`config.mk`:
```
export PLATFORM = sky130hd
export DESIGN_NAME = capture_ctrl
export DESIGN_NICKNAME = d
export VERILOG_FILES = /design/src/rtl/capctl_pkg.sv /design/src/rtl/capctl_seq.sv /design/src/rtl/capctl_ptr.sv /design/src/rtl/capture_ctrl.sv
export SDC_FILE = /design/constraint.sdc
export NUM_CORES = 1
export LEC_CHECK = 0
export BUFFER_PORTS_ARGS = -buffer_cell sky130_fd_sc_hd__buf_2
export CORE_MARGIN = 2
export CORE_UTILIZATION = 55
export CTS_CLUSTER_DIAMETER = 40
export DETAILED_ROUTE_END_ITERATION = 16
export PLACE_DENSITY = 0.89
export RECOVER_POWER = 100
export SLEW_MARGIN = 20
export SYNTH_ARGS = -nofsm -noshare
export SYNTH_HDL_FRONTEND = slang
export SYNTH_SLANG_ARGS = --single-unit
```
`constraint.sdc`:
```
create_clock -name clk -period 4 [get_ports clk]
set_input_delay 0.2 -clock clk [delete_from_list [all_inputs] [get_ports clk]]
set_output_delay 0.2 -clock clk [all_outputs]
set_load 0.1 [all_outputs]
```
`src/rtl/capctl_pkg.sv`:
```
package capctl_pkg;
    typedef enum logic [1:0] {
        ST_IDLE  = 2'd0,
        ST_ARMED = 2'd1,
        ST_POST  = 2'd2,
        ST_DONE  = 2'd3
    } cap_state_e;
endpackage

```
`src/rtl/capctl_seq.sv`:
```
module capctl_seq
    import capctl_pkg::*;
#(
    parameter int DLY_W = 32
) (
    input  logic             clk,
    input  logic             rst_n,
    input  logic             arm_i,
    input  logic             wsm_rst_i,
    input  logic             trig_i,
    input  logic             smp_vld_i,
    input  logic [DLY_W-1:0] delay_i,
    output logic             wr_en_o,
    output logic             trig_hit_o,
    output logic             clr_o,
    output logic             done_o
);
    typedef struct packed {
        cap_state_e       state;
        logic [DLY_W-1:0] cnt;
    } seq_t;

    seq_t s_d, s_q;

    always_comb begin
        s_d        = s_q;
        wr_en_o    = 1'b0;
        trig_hit_o = 1'b0;
        if (wsm_rst_i) begin
            s_d.state = ST_IDLE;
            s_d.cnt   = '0;
        end else begin
            unique case (s_q.state)
                ST_IDLE: begin
                    if (arm_i) s_d.state = ST_ARMED;
                end
                ST_ARMED: begin
                    wr_en_o = smp_vld_i;
                    if (trig_i) begin
                        trig_hit_o = 1'b1;
                        s_d.cnt    = delay_i;
                        s_d.state  = ST_POST;
                    end
                end
                ST_POST: begin
                    if (s_q.cnt == '0) begin
                        s_d.state = ST_DONE;
                    end else if (smp_vld_i) begin
                        wr_en_o = 1'b1;
                        s_d.cnt = s_q.cnt - DLY_W'(1);
                    end
                end
                ST_DONE: begin
                    if (arm_i) s_d.state = ST_ARMED;
                end
                default: s_d.state = ST_IDLE;
            endcase
        end
    end

    always_ff @(posedge clk or negedge rst_n) begin
        if (!rst_n) begin
            s_q <= '{state: ST_IDLE, cnt: '0};
        end else begin
            s_q <= s_d;
        end
    end

    assign clr_o  = wsm_rst_i;
    assign done_o = (s_q.state == ST_DONE);

    // no write leaves the block while idle or done
    a_r7_quiet_when_idle: assert property (@(posedge clk) disable iff (!rst_n)
        (s_q.state == ST_IDLE || s_q.state == ST_DONE) |-> !wr_en_o);

    // reset request always lands in idle
    a_r8_to_idle: assert property (@(posedge clk) disable iff (!rst_n)
        wsm_rst_i |=> (s_q.state == ST_IDLE));

    // done persists until arm or reset request
    a_r6_done_hold: assert property (@(posedge clk) disable iff (!rst_n)
        (s_q.state == ST_DONE && !arm_i && !wsm_rst_i) |=> (s_q.state == ST_DONE));

    // remaining count only moves on sample-valid cycles
    a_r5_count_hold: assert property (@(posedge clk) disable iff (!rst_n)
        (s_q.state == ST_POST && !smp_vld_i && !wsm_rst_i) |=> $stable(s_q.cnt));
endmodule

```
`src/rtl/capctl_ptr.sv`:
```
module capctl_ptr #(
    parameter int ADDR_W = 14
) (
    input  logic              clk,
    input  logic              rst_n,
    input  logic              wr_en_i,
    input  logic              trig_hit_i,
    input  logic              clr_i,
    output logic [ADDR_W-1:0] cur_o,
    output logic [ADDR_W-1:0] trig_o
);
    typedef struct packed {
        logic [ADDR_W-1:0] cur;
        logic [ADDR_W-1:0] trg;
    } ptr_t;

    ptr_t p_d, p_q;

    always_comb begin
        p_d = p_q;
        if (clr_i) begin
            p_d.cur = '0;
            p_d.trg = '0;
        end else begin
            if (trig_hit_i) p_d.trg = p_q.cur;
            if (wr_en_i)    p_d.cur = p_q.cur + ADDR_W'(1);
        end
    end

    always_ff @(posedge clk or negedge rst_n) begin
        if (!rst_n) begin
            p_q <= '{cur: '0, trg: '0};
        end else begin
            p_q <= p_d;
        end
    end

    assign cur_o  = p_q.cur;
    assign trig_o = p_q.trg;

    // pointer steps by one per write, wrapping naturally
    a_r3_step: assert property (@(posedge clk) disable iff (!rst_n)
        (wr_en_i && !clr_i) |=> (p_q.cur == $past(p_q.cur) + ADDR_W'(1)));

    // pointer holds without a write
    a_r3_hold: assert property (@(posedge clk) disable iff (!rst_n)
        (!wr_en_i && !clr_i) |=> $stable(p_q.cur));

    // trigger pointer captures the address of the trigger cycle
    a_r4_latch: assert property (@(posedge clk) disable iff (!rst_n)
        (trig_hit_i && !clr_i) |=> (p_q.trg == $past(p_q.cur)));

    // trigger pointer untouched without a qualified trigger
    a_r7_trig_hold: assert property (@(posedge clk) disable iff (!rst_n)
        (!trig_hit_i && !clr_i) |=> $stable(p_q.trg));

    // reset request clears both pointers
    a_r8_clear: assert property (@(posedge clk) disable iff (!rst_n)
        clr_i |=> (p_q.cur == '0 && p_q.trg == '0));
endmodule

```
`src/rtl/capture_ctrl.sv`:
```
module capture_ctrl #(
    parameter int ADDR_W = 14,
    parameter int DATA_W = 14,
    parameter int DLY_W  = 32
) (
    input  logic              clk,
    input  logic              rst_n,
    input  logic              arm_i,
    input  logic              wsm_rst_i,
    input  logic [DLY_W-1:0]  delay_i,
    input  logic              smp_vld_i,
    input  logic [DATA_W-1:0] ch_a_i,
    input  logic [DATA_W-1:0] ch_b_i,
    input  logic              trig_i,
    output logic              wr_en_o,
    output logic [ADDR_W-1:0] wr_addr_o,
    output logic [DATA_W-1:0] wr_a_o,
    output logic [DATA_W-1:0] wr_b_o,
    output logic [ADDR_W-1:0] cur_ptr_o,
    output logic [ADDR_W-1:0] trig_ptr_o,
    output logic              done_o
);
    logic wr_en, trig_hit, clr;

    capctl_seq #(.DLY_W(DLY_W)) seq_i (
        .clk        (clk),
        .rst_n      (rst_n),
        .arm_i      (arm_i),
        .wsm_rst_i  (wsm_rst_i),
        .trig_i     (trig_i),
        .smp_vld_i  (smp_vld_i),
        .delay_i    (delay_i),
        .wr_en_o    (wr_en),
        .trig_hit_o (trig_hit),
        .clr_o      (clr),
        .done_o     (done_o)
    );

    capctl_ptr #(.ADDR_W(ADDR_W)) ptr_i (
        .clk        (clk),
        .rst_n      (rst_n),
        .wr_en_i    (wr_en),
        .trig_hit_i (trig_hit),
        .clr_i      (clr),
        .cur_o      (cur_ptr_o),
        .trig_o     (trig_ptr_o)
    );

    assign wr_en_o   = wr_en;
    assign wr_addr_o = cur_ptr_o;
    assign wr_a_o    = ch_a_i;
    assign wr_b_o    = ch_b_i;

    // writes only on sample-valid cycles, never during a reset request
    a_r2_vld_gate: assert property (@(posedge clk) disable iff (!rst_n)
        wr_en_o |-> (smp_vld_i && !wsm_rst_i));
endmodule

```
* Word level (Yosys, flattened, before mapping)
Cells that the tools add are included.
** Word-level totals
- Register bits after elaboration :: 62
- Bits in latches :: 0
- Bits in writable memories :: 0
- Bits in read-only memories :: 0
- Logic and storage cells :: 40
- Memories :: 0
** Cells by class
- Add/sub/neg operators :: 2
- Multiply operators :: 0
- Div/mod/pow operators :: 0
- Order comparisons :: 0
- Equality and inequality tests :: 8
- Shift operators :: 0
- Multiplexer cells :: 18
- Bitwise logic cells :: 0
- Reduce and logical (&&, ||, !) cells :: 8
** Operators by type and width (number)
- $mux W34 :: 2
- $mux W32 :: 2
- $pmux W32 S2 :: 1
- $logic_not A32 Y1 :: 1
- $sub A32 B1 Y32 const B :: 1
- $mux W14 :: 2
- $mux W28 :: 1
- $add A14 B1 Y14 const B :: 1
- $ne A3 B3 Y1 const B :: 3
- $mux W1 :: 6
- $pmux W2 S3 :: 1
- $eq A2 B2 Y1 const B :: 2
- $mux W2 :: 2
- $reduce_and A4 Y1 :: 1
- $reduce_bool A2 Y1 :: 2
- $ne A3 B1 Y1 const B :: 1
- $ne A3 B2 Y1 const B :: 1
- $reduce_and A3 Y1 :: 1
- $reduce_bool A3 Y1 :: 1
- $eq A2 B1 Y1 const B :: 1
- $logic_not A2 Y1 :: 1
- $pmux W1 S2 :: 1
- $reduce_or A2 Y1 :: 1

* Longest topological paths before layout
Gate-level depths: netlist of run 1.
- Depth after elaboration :: 6
- Mapped depth :: 9
- Mapped depth without buffers :: 7

* Cells and area by module
From an unflattened synthesis of run 1, not the netlist that was laid out.
** Second synthesis, totals
- Cells, all modules :: 460
- Area total of the unflattened synthesis :: 4065.1 um^2
** Modules (own cells, without submodules)
- capctl_seq :: times used 1, cells an instance 301, area an instance 2477.4 um^2
- capctl_ptr :: times used 1, cells an instance 117, area an instance 1272.5 um^2
- capture_ctrl :: times used 1, cells an instance 42, area an instance 315.3 um^2

* Worst setup path before layout of run 1
No wires, ideal clock.
- Path type :: register to output
- Start :: reg seq_i.s_q[32] in the netlist's numbering
- End :: out wr_en_o
- Data arrival time :: 3411 ps
- Required time :: 3800 ps
- Setup slack :: 389 ps
- Cell stages (with the launch flop) :: 7
- Buffers on the path :: 1
- Cells stage by stage :: dfrtp_1 -> inv_1 -> ha_1 -> nor2b_1 -> o21ai_1 -> clkbuf_1 -> nor3_1
** On the way
- Cells in the longest elaborated chain, start to end :: 3
** Ends and longest elaborated chain
- from (decl) :: RTL line capctl_seq.sv:23 : seq_t s_d, s_q;
- from (signal assigned) :: RTL line capctl_seq.sv:63 : s_q <= '{state: ST_IDLE, cnt: '0};
- $eq A2 B2 Y1 or $eq A2 B1 Y1 (tied branches) :: RTL line capctl_seq.sv:33 : unique case (s_q.state)
- $pmux W1 S2 * :: RTL line capctl_seq.sv:33
- $mux W1 * :: RTL line capctl_seq.sv:29 : if (wsm_rst_i) begin
- to (decl) :: RTL line capture_ctrl.sv:15 : output logic wr_en_o,
Every way passes the cells marked *; elsewhere a longest branch is shown, timed or not.

* Final worst setup path of run 1
- Start :: reg seq_i.s_q[0] in the netlist's numbering
- End :: out wr_en_o
** On the way
- Cells in the longest elaborated chain, start to end :: 4
** Ends and longest elaborated chain
- $logic_not A32 Y1 :: RTL line capctl_seq.sv:46 : if (s_q.cnt == '0) begin
- $mux W1 :: RTL line capctl_seq.sv:46
- $pmux W1 S2 :: RTL line capctl_seq.sv:33
- $mux W1 :: RTL line capctl_seq.sv:29
No other way between the ends.

==> qor.json, run 1 <==
{
  "run_status": {
    "run_status": "finished, violations left",
    "failing_checks": "capacitance limit, slew limit"
  },
  "finish": {
    "final_stage_net_count": 575,
    "final_design_area_no_fill_mm2": 0.004399,
    "layout-drive-gt1-share_pct": 14.54,
    "n_antenna_cell": 0,
    "area_delta_synth_final_pct": 7.162
  },
  "route": {
    "first_drt_pass_iteration_count": 5,
    "wire_per_inst_um": 18.05,
    "detailroute.via_count": 3969,
    "residual_drc": 0,
    "post_drt_via_cell_ratio": 6.528,
    "ant_nets": 0,
    "totalWireLength_um": 10980,
    "drt_iter0_markers": 441
  },
  "clock_tree": {
    "tritoncts.num_buffers": 9,
    "cts_tree": "done",
    "ctsResizeCount": 0,
    "clock_tree.root_cell": "sky130_fd_sc_hd__clkbuf_8",
    "cts-hold-fix-buffers": 0,
    "number_of_buffers_between_clock_root_and_the_deepest_sink": 2,
    "worst_skew_pair.late_latency_ns": 0.35,
    "post-cts-setup-buffers": 0,
    "cts.reportedPaths.clkPinSlew_ns": 0.08,
    "numClockSinks": 62,
    "cts_max_level": 3
  },
  "yosys": {
    "area_of_the_mapped_netlist_mm2": 0.004105,
    "synth.most_common_cell": "sky130_fd_sc_hd__dfrtp_1",
    "synth_edf_count": 0,
    "synthDistinctLibCells": 59,
    "synth_seq_cells": 62,
    "netlist_top_cells_count": "62 x sky130_fd_sc_hd__dfrtp_1, 45 x sky130_fd_sc_hd__nand2_1, 42 x sky130_fd_sc_hd__buf_4",
    "postSynthCellCount": 473,
    "synth_top_area_share_pct": 37.79,
    "synth_largest_area_cell": "sky130_fd_sc_hd__dfrtp_1",
    "synth-async-reset-ratio_pct": 100.0,
    "synth_area_per_cell_um2": 8.679,
    "synth-main-ff-cell": "sky130_fd_sc_hd__dfrtp_1",
    "sequential_cell_area_fraction_in_the_yosys_report_pct": 37.79,
    "synthTopCellsByArea": "sky130_fd_sc_hd__dfrtp_1 38%, sky130_fd_sc_hd__buf_4 7.7%, sky130_fd_sc_hd__o31ai_1 6.2%, sky130_fd_sc_hd__nand2_1 4.1%, sky130_fd_sc_hd__a21oi_1 2.8%",
    "postSynthNetCount": 544,
    "yosys_warnings": 0
  },
  "power_and_ir_drop": {
    "sequentialPowerShare_pct": 29.7,
    "power.ir.vdd_worst_uv": 578.0,
    "p_sw_mw": 1.459,
    "internal_power_mw": 1.463,
    "power.switching_fraction_pct": 49.94,
    "pwr-share-clk_pct": 18.5,
    "static_leakage_nw": 1.850,
    "cellPowerDensity_mw_per_mm2": 664.2,
    "post-layout-total-power_mw": 2.922,
    "comb_power_share_pct": 51.8
  },
  "setup_path": {
    "timing.critical_path.arrival_ns": 3.41,
    "r2r.worst_path.cells": 8,
    "worst_r2r_endpoint": "seq_i.s_q[14]$_DFFE_PN0P_",
    "critPathRequiredTime_ns": 3.80,
    "timing.critical_path.from": "seq_i.s_q[0]$_DFFE_PN0P_",
    "r2r_slack_ns": 0.68,
    "critical_path_peak_fanout": 13,
    "cp-endpoint": "wr_en_o",
    "timing.critical_path.from_type": "flip-flop",
    "rr_startpoint": "seq_i.s_q[0]$_DFFE_PN0P_",
    "worstSetupEndpointType": "output port",
    "path_class": "reg2out"
  },
  "grt": {
    "vias_in_the_first_global_route": 3804,
    "globalRoute.totalOverflow": 0,
    "grt_first_pass_wirelength_um": 18560,
    "antenna_found_initial": 0,
    "maximum_number_of_pins_on_one_net_before_global_route_repair": 63,
    "groute.usage.overall_pct": 27.77
  },
  "floorplan": {
    "core_area_mm2": 0.007253,
    "floorplan.initialDensity_pct": 56.60,
    "die-height_um": 90.40,
    "floorplan.io_pins": 138,
    "core.rowCount": 31,
    "die_area_mm2": 0.008171,
    "die_w_um": 90.40
  },
  "timing": {
    "post-route-period-util_pct": 90.17,
    "skew_ns": 0.009165,
    "slew_violations": 92,
    "maxSlewHeadroom_pct": -126.4,
    "final_period_minus_worst_setup_slack_ns": 3.607,
    "setup_repair_after_global_routing_missed_its_margin": "no",
    "timing.final.hold_violations": 0,
    "max_slew.worst_pin.slew_ns": 3.397,
    "final.setup.tns_ns": 0,
    "setup_viol": 0,
    "fmaxAchievable_mhz": 277.3
  },
  "placement": {
    "detailed_place.area_mm2": 0.004279,
    "final_hpwl_from_detailed_placement_um": 7427,
    "port_buffers": 81,
    "final_estimated_routing_congestion_in_global_placement": 0.9718
  },
  "job": {
    "timing.max_cap.violations": 2
  },
  "worst_hold_path": {
    "hold_class": "in2reg"
  }
}
flip-flops by register name, summed over array words and instances, names as in the netlist:
register and cells:
seq_i.s_q 34, ptr_i.cur_o 14, ptr_i.trig_o 14
layer usage:
metal	up-vias	wire, um	GRT usage (%)
li1	1797	-	-
met4	0	371	13.72
met1	1861	4524	36.98
met3	56	972	6.344
met5	-	0	0
met2	255	5106	42.79
cells in the final DEF (no fill, tap or decap), types with 15 or more instances in the layout:
cell                       Yosys  routed
sky130_fd_sc_hd__buf_2         3      38
sky130_fd_sc_hd__nor2_1       21      22
sky130_fd_sc_hd__clkbuf_1     23      45
sky130_fd_sc_hd__dfrtp_1      62      62
sky130_fd_sc_hd__nor3_1       16      15
sky130_fd_sc_hd__a21oi_1      23      23
sky130_fd_sc_hd__o21ai_0      17      17
sky130_fd_sc_hd__nand2_1      45      45
sky130_fd_sc_hd__nand3_1      20      20
sky130_fd_sc_hd__o31ai_1      34      34
logic make-up after synthesis:
logic type | count (synthesis) | share of synthesized area, %
and+or+nand+nor | 185 | 24.84
AOI/OAI and AO/OA | 132 | 22.68
buffers and inverters | 83 | 11.70
DFF | 62 | 37.79
muxes | 6 | 1.463
adders and majority gates | 5 | 1.524
power by group through the flow:
stage,Combinational [mW],Sequential (mW),Clock [mW]
final,1.51,0.867,0.540
after global routing,1.65,0.881,0.586
after CTS,1.50,0.858,0.548
after detailed placement,1.49,0.867,0
after global placement,1.44,0.858,0
after floorplan,1.24,0.870,0
how the worst min path moves through the flow:
| stage | from | to | slack, ns | cells past startpoint |
|---|---|---|---|---|
| CTS | rst_n | seq_i.s_q[7]$_DFFE_PN0P_ | 0.05 | 2 |
| global placement | ch_a_i[10] | wr_a_o[10] | 0.40 | 0 |
| global route | delay_i[16] | seq_i.s_q[16]$_DFFE_PN0P_ | 0.07 | 3 |
| floorplan | rst_n | ptr_i.cur_o[0]$_DFFE_PN0P_ | -0.1 | 0 |
| detailed placement | ch_a_i[10] | wr_a_o[10] | 0.40 | 0 |
| finish | delay_i[9] | seq_i.s_q[9]$_DFFE_PN0P_ | 0.06 | 3 |
critical path: stages, from the launching register on:
cell and delay (ns):
sky130_fd_sc_hd__dfrtp_1 0.42, sky130_fd_sc_hd__inv_1 0.08, sky130_fd_sc_hd__ha_1 0.21, sky130_fd_sc_hd__or4b_1 0.59
sky130_fd_sc_hd__or3_1 0.66, sky130_fd_sc_hd__nor4_4 0.45, sky130_fd_sc_hd__buf_4 0.26, sky130_fd_sc_hd__nor3_1 0.06
sky130_fd_sc_hd__buf_2 0.33
metrics by stage:
step | std cells | hold WS [ns] | util [%] | worst slack, ns
after floorplan | 473 | -0.09559 | - | 0.3889
after global placement | 592 | 0.4007 | 59.00 | 1.033
after detailed placement | 592 | 0.4007 | 59.00 | 0.9391
after CTS | 608 | 0.05492 | 61.60 | 0.5698
after global routing | 608 | 0.07449 | 60.65 | 0.1930
final | 608 | 0.06185 | 60.65 | 0.3932
cell type report:
type,instances,area (um2)
fill,675,2854
sequential,62,1551
inverter,13,48.80
tap,99,123.9
clock buffer,9,123.9
timing repair buffer,90,411.6
multi-input combinational,328,2074
clock inverter,7,65.06
No activity file was read; power rests on OpenSTA's default activity.
==> run 2, diff against run 1 <==
--- a/config.mk
+++ b/config.mk
@@ -5,12 +5,13 @@
 export SDC_FILE = /design/constraint.sdc
 export NUM_CORES = 1
 export LEC_CHECK = 0
+export ABC_AREA = 1
 export BUFFER_PORTS_ARGS = -buffer_cell sky130_fd_sc_hd__buf_2
 export CORE_MARGIN = 2
-export CORE_UTILIZATION = 55
+export CORE_UTILIZATION = 56
 export CTS_CLUSTER_DIAMETER = 40
 export DETAILED_ROUTE_END_ITERATION = 16
-export PLACE_DENSITY = 0.89
+export PLACE_DENSITY = 0.95
 export RECOVER_POWER = 100
 export SLEW_MARGIN = 20
 export SYNTH_ARGS = -nofsm -noshare
==> run 2 against run 1 <==
  * The flow now finishes without violations
  * Count of clock-buffer cells in the layout stayed put
  * Final cell count up 30%
  * Non-clock buffer count down 4
  * Synthesized area increased by 9.2%
  * Clock skew grew 0.0040 ns
  * Global-route usage fell by 0.34 points
  * Sequential power grew 15%
  * Setup slack better by 0.43 ns
  * Routed wire length increased by 3.0%
  * Sequential cell count unchanged
  * Core utilization is 0.34 points higher
  * Critical endpoint unchanged
  * Largest power group unchanged
==> qor.json, run 2 <==
{
  "clock_tree": {
    "tritoncts.num_buffers": 9,
    "cts_max_level": 3,
    "post-cts-setup-buffers": 0,
    "worst_skew_pair.late_latency_ns": 0.36,
    "clock_tree.root_cell": "sky130_fd_sc_hd__clkbuf_8",
    "cts-hold-fix-buffers": 1,
    "ctsResizeCount": 0,
    "cts.reportedPaths.clkPinSlew_ns": 0.08,
    "number_of_buffers_between_clock_root_and_the_deepest_sink": 2,
    "cts_tree": "done",
    "numClockSinks": 62
  },
  "yosys": {
    "postSynthNetCount": 722,
    "synth_largest_area_cell": "sky130_fd_sc_hd__dfrtp_1",
    "synth_edf_count": 0,
    "area_of_the_mapped_netlist_mm2": 0.004483,
    "synth_area_per_cell_um2": 6.886,
    "synth_top_area_share_pct": 34.61,
    "synthTopCellsByArea": "sky130_fd_sc_hd__dfrtp_1 35%, sky130_fd_sc_hd__nand2_1 15%, sky130_fd_sc_hd__nand3_1 8.5%, sky130_fd_sc_hd__buf_4 7.0%, sky130_fd_sc_hd__nor2_1 6.4%",
    "synth-main-ff-cell": "sky130_fd_sc_hd__dfrtp_1",
    "yosys_warnings": 0,
    "synthDistinctLibCells": 37,
    "netlist_top_cells_count": "176 x sky130_fd_sc_hd__nand2_1, 77 x sky130_fd_sc_hd__nor2_1, 76 x sky130_fd_sc_hd__nand3_1",
    "sequential_cell_area_fraction_in_the_yosys_report_pct": 34.61,
    "synth_seq_cells": 62,
    "synth-async-reset-ratio_pct": 100.0,
    "synth.most_common_cell": "sky130_fd_sc_hd__nand2_1",
    "postSynthCellCount": 651
  },
  "finish": {
    "final_stage_net_count": 755,
    "layout_commonest_cell": "sky130_fd_sc_hd__nand2_1",
    "final_design_area_no_fill_mm2": 0.004713,
    "area_delta_synth_final_pct": 5.135,
    "layout-drive-gt1-share_pct": 11.32,
    "largest_register_ff_count": 34,
    "finish.utilization_pct": 60.99,
    "layout.cells.most_common_list": "177 x sky130_fd_sc_hd__nand2_1, 79 x sky130_fd_sc_hd__nor2_1, 76 x sky130_fd_sc_hd__nand3_1",
    "max_flop_register": "seq_i.s_q",
    "n_antenna_cell": 0
  },
  "timing": {
    "max_slew.worst_pin.slew_ns": 1.231,
    "fmaxAchievable_mhz": 314.7,
    "setup_repair_after_global_routing_missed_its_margin": "no",
    "setup_viol": 0,
    "maxSlewHeadroom_pct": 17.94,
    "slew_violations": 0,
    "final_period_minus_worst_setup_slack_ns": 3.177,
    "timing.final.hold_violations": 0,
    "skew_ns": 0.01316,
    "final.setup.tns_ns": 0,
    "post-route-period-util_pct": 79.43
  },
  "run_status": {
    "run_status": "completed"
  },
  "grt": {
    "antenna_found_initial": 0,
    "vias_in_the_first_global_route": 4146,
    "globalRoute.totalOverflow": 0,
    "groute.usage.overall_pct": 27.44,
    "maximum_number_of_pins_on_one_net_before_global_route_repair": 49,
    "grt_first_pass_wirelength_um": 19100
  },
  "setup_path": {
    "timing.critical_path.arrival_ns": 2.98,
    "crit_path_max_incr_delay_ns": 0.54,
    "critical_path_peak_fanout": 12,
    "critPathRequiredTime_ns": 3.80,
    "r2r.worst_path.cells": 8,
    "worst_r2r_endpoint": "seq_i.s_q[20]$_DFFE_PN0P_",
    "path_class": "reg2out",
    "r2r_slack_ns": 0.95,
    "cp-endpoint": "wr_en_o",
    "timing.critical_path.from_type": "flip-flop",
    "rr_startpoint": "seq_i.s_q[32]$_DFFE_PN0P_",
    "worstSetupEndpointType": "output port",
    "cp_slowest_cell": "sky130_fd_sc_hd__nor2_1",
    "timing.critical_path.from": "seq_i.s_q[0]$_DFFE_PN0P_",
    "timing.critical_path.cells": "inv_1, ha_1, nand2_4, nor2_1, nand2_1, o21ai_0, nand2_1, nand3_1, inv_1, clkbuf_2"
  },
  "power_and_ir_drop": {
    "power.ir.vdd_worst_uv": 387.9,
    "static_leakage_nw": 2.304,
    "cellPowerDensity_mw_per_mm2": 637.7,
    "post-layout-total-power_mw": 3.006
  },
  "route": {
    "residual_drc": 0,
    "drt_iter0_markers": 397,
    "wire_per_inst_um": 14.30,
    "post_drt_via_cell_ratio": 5.566,
    "ant_nets": 0,
    "detailroute.via_count": 4403,
    "first_drt_pass_iteration_count": 5,
    "totalWireLength_um": 11310
  },
  "worst_hold_path": {
    "hold_class": "in2reg"
  },
  "floorplan": {
    "floorplan.io_pins": 138,
    "core_area_mm2": 0.007727,
    "core.rowCount": 32,
    "die_w_um": 93.48,
    "die-height_um": 93.48,
    "floorplan.initialDensity_pct": 58.01,
    "die_area_mm2": 0.008738
  },
  "placement": {
    "final_hpwl_from_detailed_placement_um": 8250,
    "detailed_place.area_mm2": 0.004599,
    "port_buffers": 81,
    "final_estimated_routing_congestion_in_global_placement": 0.9980
  },
  "job": {
    "timing.max_cap.violations": 0
  }
}
==> run 2: cell count changes after synthesis, moves of 20 or more <==
cell / change
sky130_fd_sc_hd__inv_1: +44
sky130_fd_sc_hd__a21oi_1: -20
sky130_fd_sc_hd__o21ai_0: +30
sky130_fd_sc_hd__nand2_1: +131
sky130_fd_sc_hd__nor2_1: +56
sky130_fd_sc_hd__o31ai_1: -33
sky130_fd_sc_hd__nand3_1: +56
==> run 2: layout make-up <==
cell class	count	area (um2)
Clock buffer	9	123.9
Tap cell	102	127.6
Fill cell	737	3014
Timing Repair Buffer	86	384.1
Sequential cell	62	1551
Inverter	60	225.2
Clock inverter	7	81.33
Multi-Input combinational cell	465	2220
==> run 2: worst min-delay path by stage <==
| stage | startpoint | end | slack (ns) | depth (start not counted) |
|---|---|---|---|---|
| after floorplan | rst_n | ptr_i.cur_o[0]$_DFFE_PN0P_ | -0.1 | 0 |
| after global placement | rst_n | seq_i.s_q[10]$_DFFE_PN0P_ | 0.19 | 1 |
| after detailed placement | rst_n | seq_i.s_q[10]$_DFFE_PN0P_ | 0.21 | 1 |
| after CTS | delay_i[4] | seq_i.s_q[4]$_DFFE_PN0P_ | 0.14 | 3 |
| after global routing | delay_i[9] | seq_i.s_q[9]$_DFFE_PN0P_ | 0.15 | 5 |
| final | delay_i[4] | seq_i.s_q[4]$_DFFE_PN0P_ | 0.15 | 3 |
==> run 2: layer usage <==
metal	wire, um	up-vias	GRT usage (%)	part of all wire (%)
met5	0	-	0	0
met1	4642	2057	35.40	41
li1	-	2125	-	-
met3	943	31	7.010	8.3
met2	5485	190	44.54	49
met4	236	0	9.926	2.1
==> run 2: logic make-up (layout without fill, tap and decap cells) <==
| logic type | count (synthesis) | in the layout | share of synthesized area [%] |
|---|---|---|---|
| flip-flops | 62 | 62 | 34.61 |
| buffers and inverters | 124 | 162 | 14.99 |
| AND/OR/NAND/NOR | 376 | 376 | 37.37 |
| AO/OA/AOI/OAI | 70 | 70 | 8.764 |
| XOR/XNOR | 11 | 11 | 2.149 |
| multiplexers | 3 | 3 | 0.7256 |
| adder cells (fa/ha/maj) | 5 | 5 | 1.395 |
==> run 2: worst max-delay path, delay by kind of cell (launching register included) <==
family	cells	cell delay [ns]
AND/OR/NAND/NOR	5	1.21
flip-flops	1	0.41
buffers and inverters	3	0.56
AO/OA/AOI/OAI	1	0.19
adder cells (fa/ha/maj)	1	0.25
==> run 2: power breakdown <==
part / internal, mW / switching [mW] / leakage [nW] / total (mW)
clock: 0.296 / 0.288 / 0.101 / 0.584
combinational: 0.407 / 1.01 / 1.37 / 1.42
sequential: 0.782 / 0.223 / 0.833 / 1.00
total: 1.48 / 1.52 / 2.30 / 3.01
==> run 2: through the flow <==
step	cells	hold slack [ns]	worst slack (ns)
finish	791	0.1507	0.8227
global route	791	0.1499	0.5640
CTS	791	0.1352	1.167
detailed placement	774	0.2119	1.388
global placement	774	0.1888	1.514
floorplan	651	-0.09559	1.825
==> run 3, diff against run 2 <==
--- a/config.mk
+++ b/config.mk
@@ -5,13 +5,13 @@
 export SDC_FILE = /design/constraint.sdc
 export NUM_CORES = 1
 export LEC_CHECK = 0
-export ABC_AREA = 1
+export ABC_AREA = 0
 export BUFFER_PORTS_ARGS = -buffer_cell sky130_fd_sc_hd__buf_2
 export CORE_MARGIN = 2
-export CORE_UTILIZATION = 56
+export CORE_UTILIZATION = 46
 export CTS_CLUSTER_DIAMETER = 40
 export DETAILED_ROUTE_END_ITERATION = 16
-export PLACE_DENSITY = 0.95
+export PLACE_DENSITY = 0.86
 export RECOVER_POWER = 100
 export SLEW_MARGIN = 20
 export SYNTH_ARGS = -nofsm -noshare
==> constraint.sdc (replaced) <==
create_clock -name clk -period 2.81 [get_ports clk]
set_input_delay 0.1405 -clock clk [delete_from_list [all_inputs] [get_ports clk]]
set_output_delay 0.1405 -clock clk [all_outputs]
set_load 0.1 [all_outputs]
==> run 3 against run 2 <==
  * First-iteration DRC count is 14% higher
  * Core utilization shrank 6.9 points
  * Clock power up 34%
  * Largest cell class unchanged
  * Worst hold slack got worse by 0.14 ns
  * The flow now finishes with violations (capacitance limit, slew limit)
  * Critical endpoint unchanged
  * Highest routed layer unchanged
  * Non-clock buffer count grew 32
  * Global-route usage down 3.4 points
  * Sequential power increased by 23%
  * Routed wire length rose by 6.8%
  * Die area grew 11%
  * Via count decreased by 6.0%
  * Count of clock-buffer cells in the layout up 1
  * Sequential share of layout area increased by 0.15 points
==> qor.json, run 3 (synthesis gave the netlist of run 1 again) <==
{
  "setup_path": {
    "worstSetupEndpointType": "output port",
    "r2r_slack_ns": 0.10,
    "critPathRequiredTime_ns": 2.67,
    "critical_path_peak_fanout": 5,
    "crit_path_max_incr_delay_ns": 0.47,
    "timing.critical_path.from_type": "flip-flop",
    "cp_slowest_cell": "sky130_fd_sc_hd__or4b_4",
    "path_class": "reg2out",
    "timing.critical_path.arrival_ns": 2.62,
    "timing.critical_path.cells": "inv_2, ha_4, or4b_4, or3_4, nor4_4, buf_12, nor3_2, buf_6"
  },
  "timing": {
    "setup_repair_after_global_routing_missed_its_margin": "yes",
    "maxSlewHeadroom_pct": -4.732,
    "slew_violations": 63,
    "max_slew.worst_pin.slew_ns": 1.571,
    "skew_ns": 0.01147,
    "post-route-period-util_pct": 98.10,
    "timing.final.hold_violations": 0,
    "final.setup.tns_ns": 0,
    "fmaxAchievable_mhz": 362.7,
    "setup_viol": 0,
    "final_period_minus_worst_setup_slack_ns": 2.757
  },
  "route": {
    "post_drt_via_cell_ratio": 6.417,
    "wire_per_inst_um": 18.72,
    "first_drt_pass_iteration_count": 6,
    "residual_drc": 0,
    "drt_iter0_markers": 454,
    "ant_nets": 0,
    "detailroute.via_count": 4139,
    "totalWireLength_um": 12070
  },
  "floorplan": {
    "core.rowCount": 34,
    "core_area_mm2": 0.008678,
    "floorplan.initialDensity_pct": 47.30,
    "die-height_um": 98.47,
    "die_w_um": 98.47,
    "die_area_mm2": 0.009696,
    "floorplan.io_pins": 138
  },
  "finish": {
    "largest_register_ff_count": 34,
    "fillCellCount": 830,
    "finish.utilization_pct": 54.07,
    "final_stage_net_count": 603,
    "layout_commonest_cell": "sky130_fd_sc_hd__dfrtp_1",
    "final_design_area_no_fill_mm2": 0.004692,
    "layout.cells.most_common_list": "62 x sky130_fd_sc_hd__dfrtp_1, 46 x sky130_fd_sc_hd__clkbuf_1, 45 x sky130_fd_sc_hd__nand2_1",
    "area.sequential_mm2": 0.001551,
    "area_delta_synth_final_pct": 14.29,
    "multi_input_comb_area_mm2": 0.002122,
    "n_antenna_cell": 0,
    "layout-drive-gt1-share_pct": 19.93,
    "max_flop_register": "seq_i.s_q"
  },
  "clock_tree": {
    "cts_tree": "done",
    "number_of_buffers_between_clock_root_and_the_deepest_sink": 2,
    "worst_skew_pair.late_latency_ns": 0.35,
    "clock_tree.root_cell": "sky130_fd_sc_hd__clkbuf_8",
    "numClockSinks": 62,
    "cts_max_level": 3,
    "cts.reportedPaths.clkPinSlew_ns": 0.07,
    "tritoncts.num_buffers": 9
  },
  "job": {
    "timing.max_cap.violations": 1
  },
  "power_and_ir_drop": {
    "power.ir.vdd_worst_uv": 474.6,
    "static_leakage_nw": 1.996,
    "cellPowerDensity_mw_per_mm2": 989.4,
    "post-layout-total-power_mw": 4.642
  },
  "grt": {
    "maximum_number_of_pins_on_one_net_before_global_route_repair": 63,
    "groute.usage.overall_pct": 24.05,
    "vias_in_the_first_global_route": 3839,
    "globalRoute.totalOverflow": 0,
    "antenna_found_initial": 0,
    "grt_first_pass_wirelength_um": 19020
  },
  "run_status": {
    "run_status": "finished, violations left",
    "failing_checks": "capacitance limit, slew limit"
  },
  "placement": {
    "port_buffers": 81,
    "final_hpwl_from_detailed_placement_um": 8321,
    "final_estimated_routing_congestion_in_global_placement": 0.9311,
    "detailed_place.area_mm2": 0.004428
  },
  "worst_hold_path": {
    "hold_class": "in2reg"
  }
}
## run 3: cell count changes in the layout (fill, tap and decap cells not counted), moves of 11 or more
cell	delta
sky130_fd_sc_hd__nand2_1	-132
sky130_fd_sc_hd__nor2_1	-58
sky130_fd_sc_hd__nand3_1	-56
sky130_fd_sc_hd__inv_1	-47
sky130_fd_sc_hd__o21ai_0	-38
sky130_fd_sc_hd__o31ai_1	+33
sky130_fd_sc_hd__buf_4	+29
sky130_fd_sc_hd__a21oi_1	+19
sky130_fd_sc_hd__nand2b_1	+14
sky130_fd_sc_hd__nor3_1	+13
sky130_fd_sc_hd__nand4_1	-12
sky130_fd_sc_hd__nor4_1	+11
sky130_fd_sc_hd__xor2_1	-11
## run 3: critical path, delay by kind of cell (launching register included)
kind	cells	cell delay, ns
adder cells (fa/ha/maj)	1	0.15
buffers and inverters	3	0.45
flip-flops	1	0.42
AND/OR/NAND/NOR	4	1.24
## run 3: cell type report
type,count,share of cell area (%)
Clock inverter,6,1.333
Sequential cell,62,33.07
Multi-Input combinational cell,328,45.23
Timing Repair Buffer,118,13.73
Clock buffer,10,2.720
Tap cell,108,2.880
Inverter,13,1.040
## run 3: path summary, 6_finish.rpt
| check | from | end | depth (start not counted) |
|---|---|---|---|
| setup / recovery | seq_i.s_q[1]$_DFFE_PN0P_ | wr_en_o | 8 |
| hold / removal | delay_i[5] | seq_i.s_q[5]$_DFFE_PN0P_ | 3 |
| setup reg to reg | seq_i.s_q[1]$_DFFE_PN0P_ | seq_i.s_q[17]$_DFFE_PN0P_ | 9 |
| hold reg to reg | ptr_i.trig_o[6]$_DFFE_PN0P_ | ptr_i.trig_o[6]$_DFFE_PN0P_ | 2 |
| max in group asynchronous | rst_n | seq_i.s_q[25]$_DFFE_PN0P_ | 3 |
| min in group asynchronous | rst_n | ptr_i.trig_o[10]$_DFFE_PN0P_ | 3 |
## run 3: power by group
part           internal [mW]  switching [mW]
Sequential              1.04           0.185
Clock                  0.406           0.379
Combinational          0.963            1.67
## run 3: per-stage QoR
stage                     hold WS (ns)  cells  worst slack (ns)
final                         0.009136    645           0.05325
after global routing           0.01451    645          -0.03346
after CTS                     0.001133    635           0.01673
after detailed placement        0.2817    617           0.05447
after global placement          0.2817    617            0.1943
after floorplan                -0.1551    473            0.1141
## run 3: repair_timing
action / 4_1_cts / 5_1_grt
gates cloned: 0 / 1
setup buffers: 1 / 9
setup endpoints to repair: 1 / 29
pin swaps: 2 / 2
hold endpoints to repair: 37 / 0
hold buffers: 1 / 0
gates resized for setup: 3 / 10
## run 3: layer usage
metal / global-route usage [%] / up-vias / share of wire (%)
li1: - / 1862 / -
met2: 39.72 / 285 / 48
met3: 6.241 / 40 / 10
met5: 0 / - / 0
met4: 7.903 / 0 / 2.6
met1: 30.98 / 1952 / 39
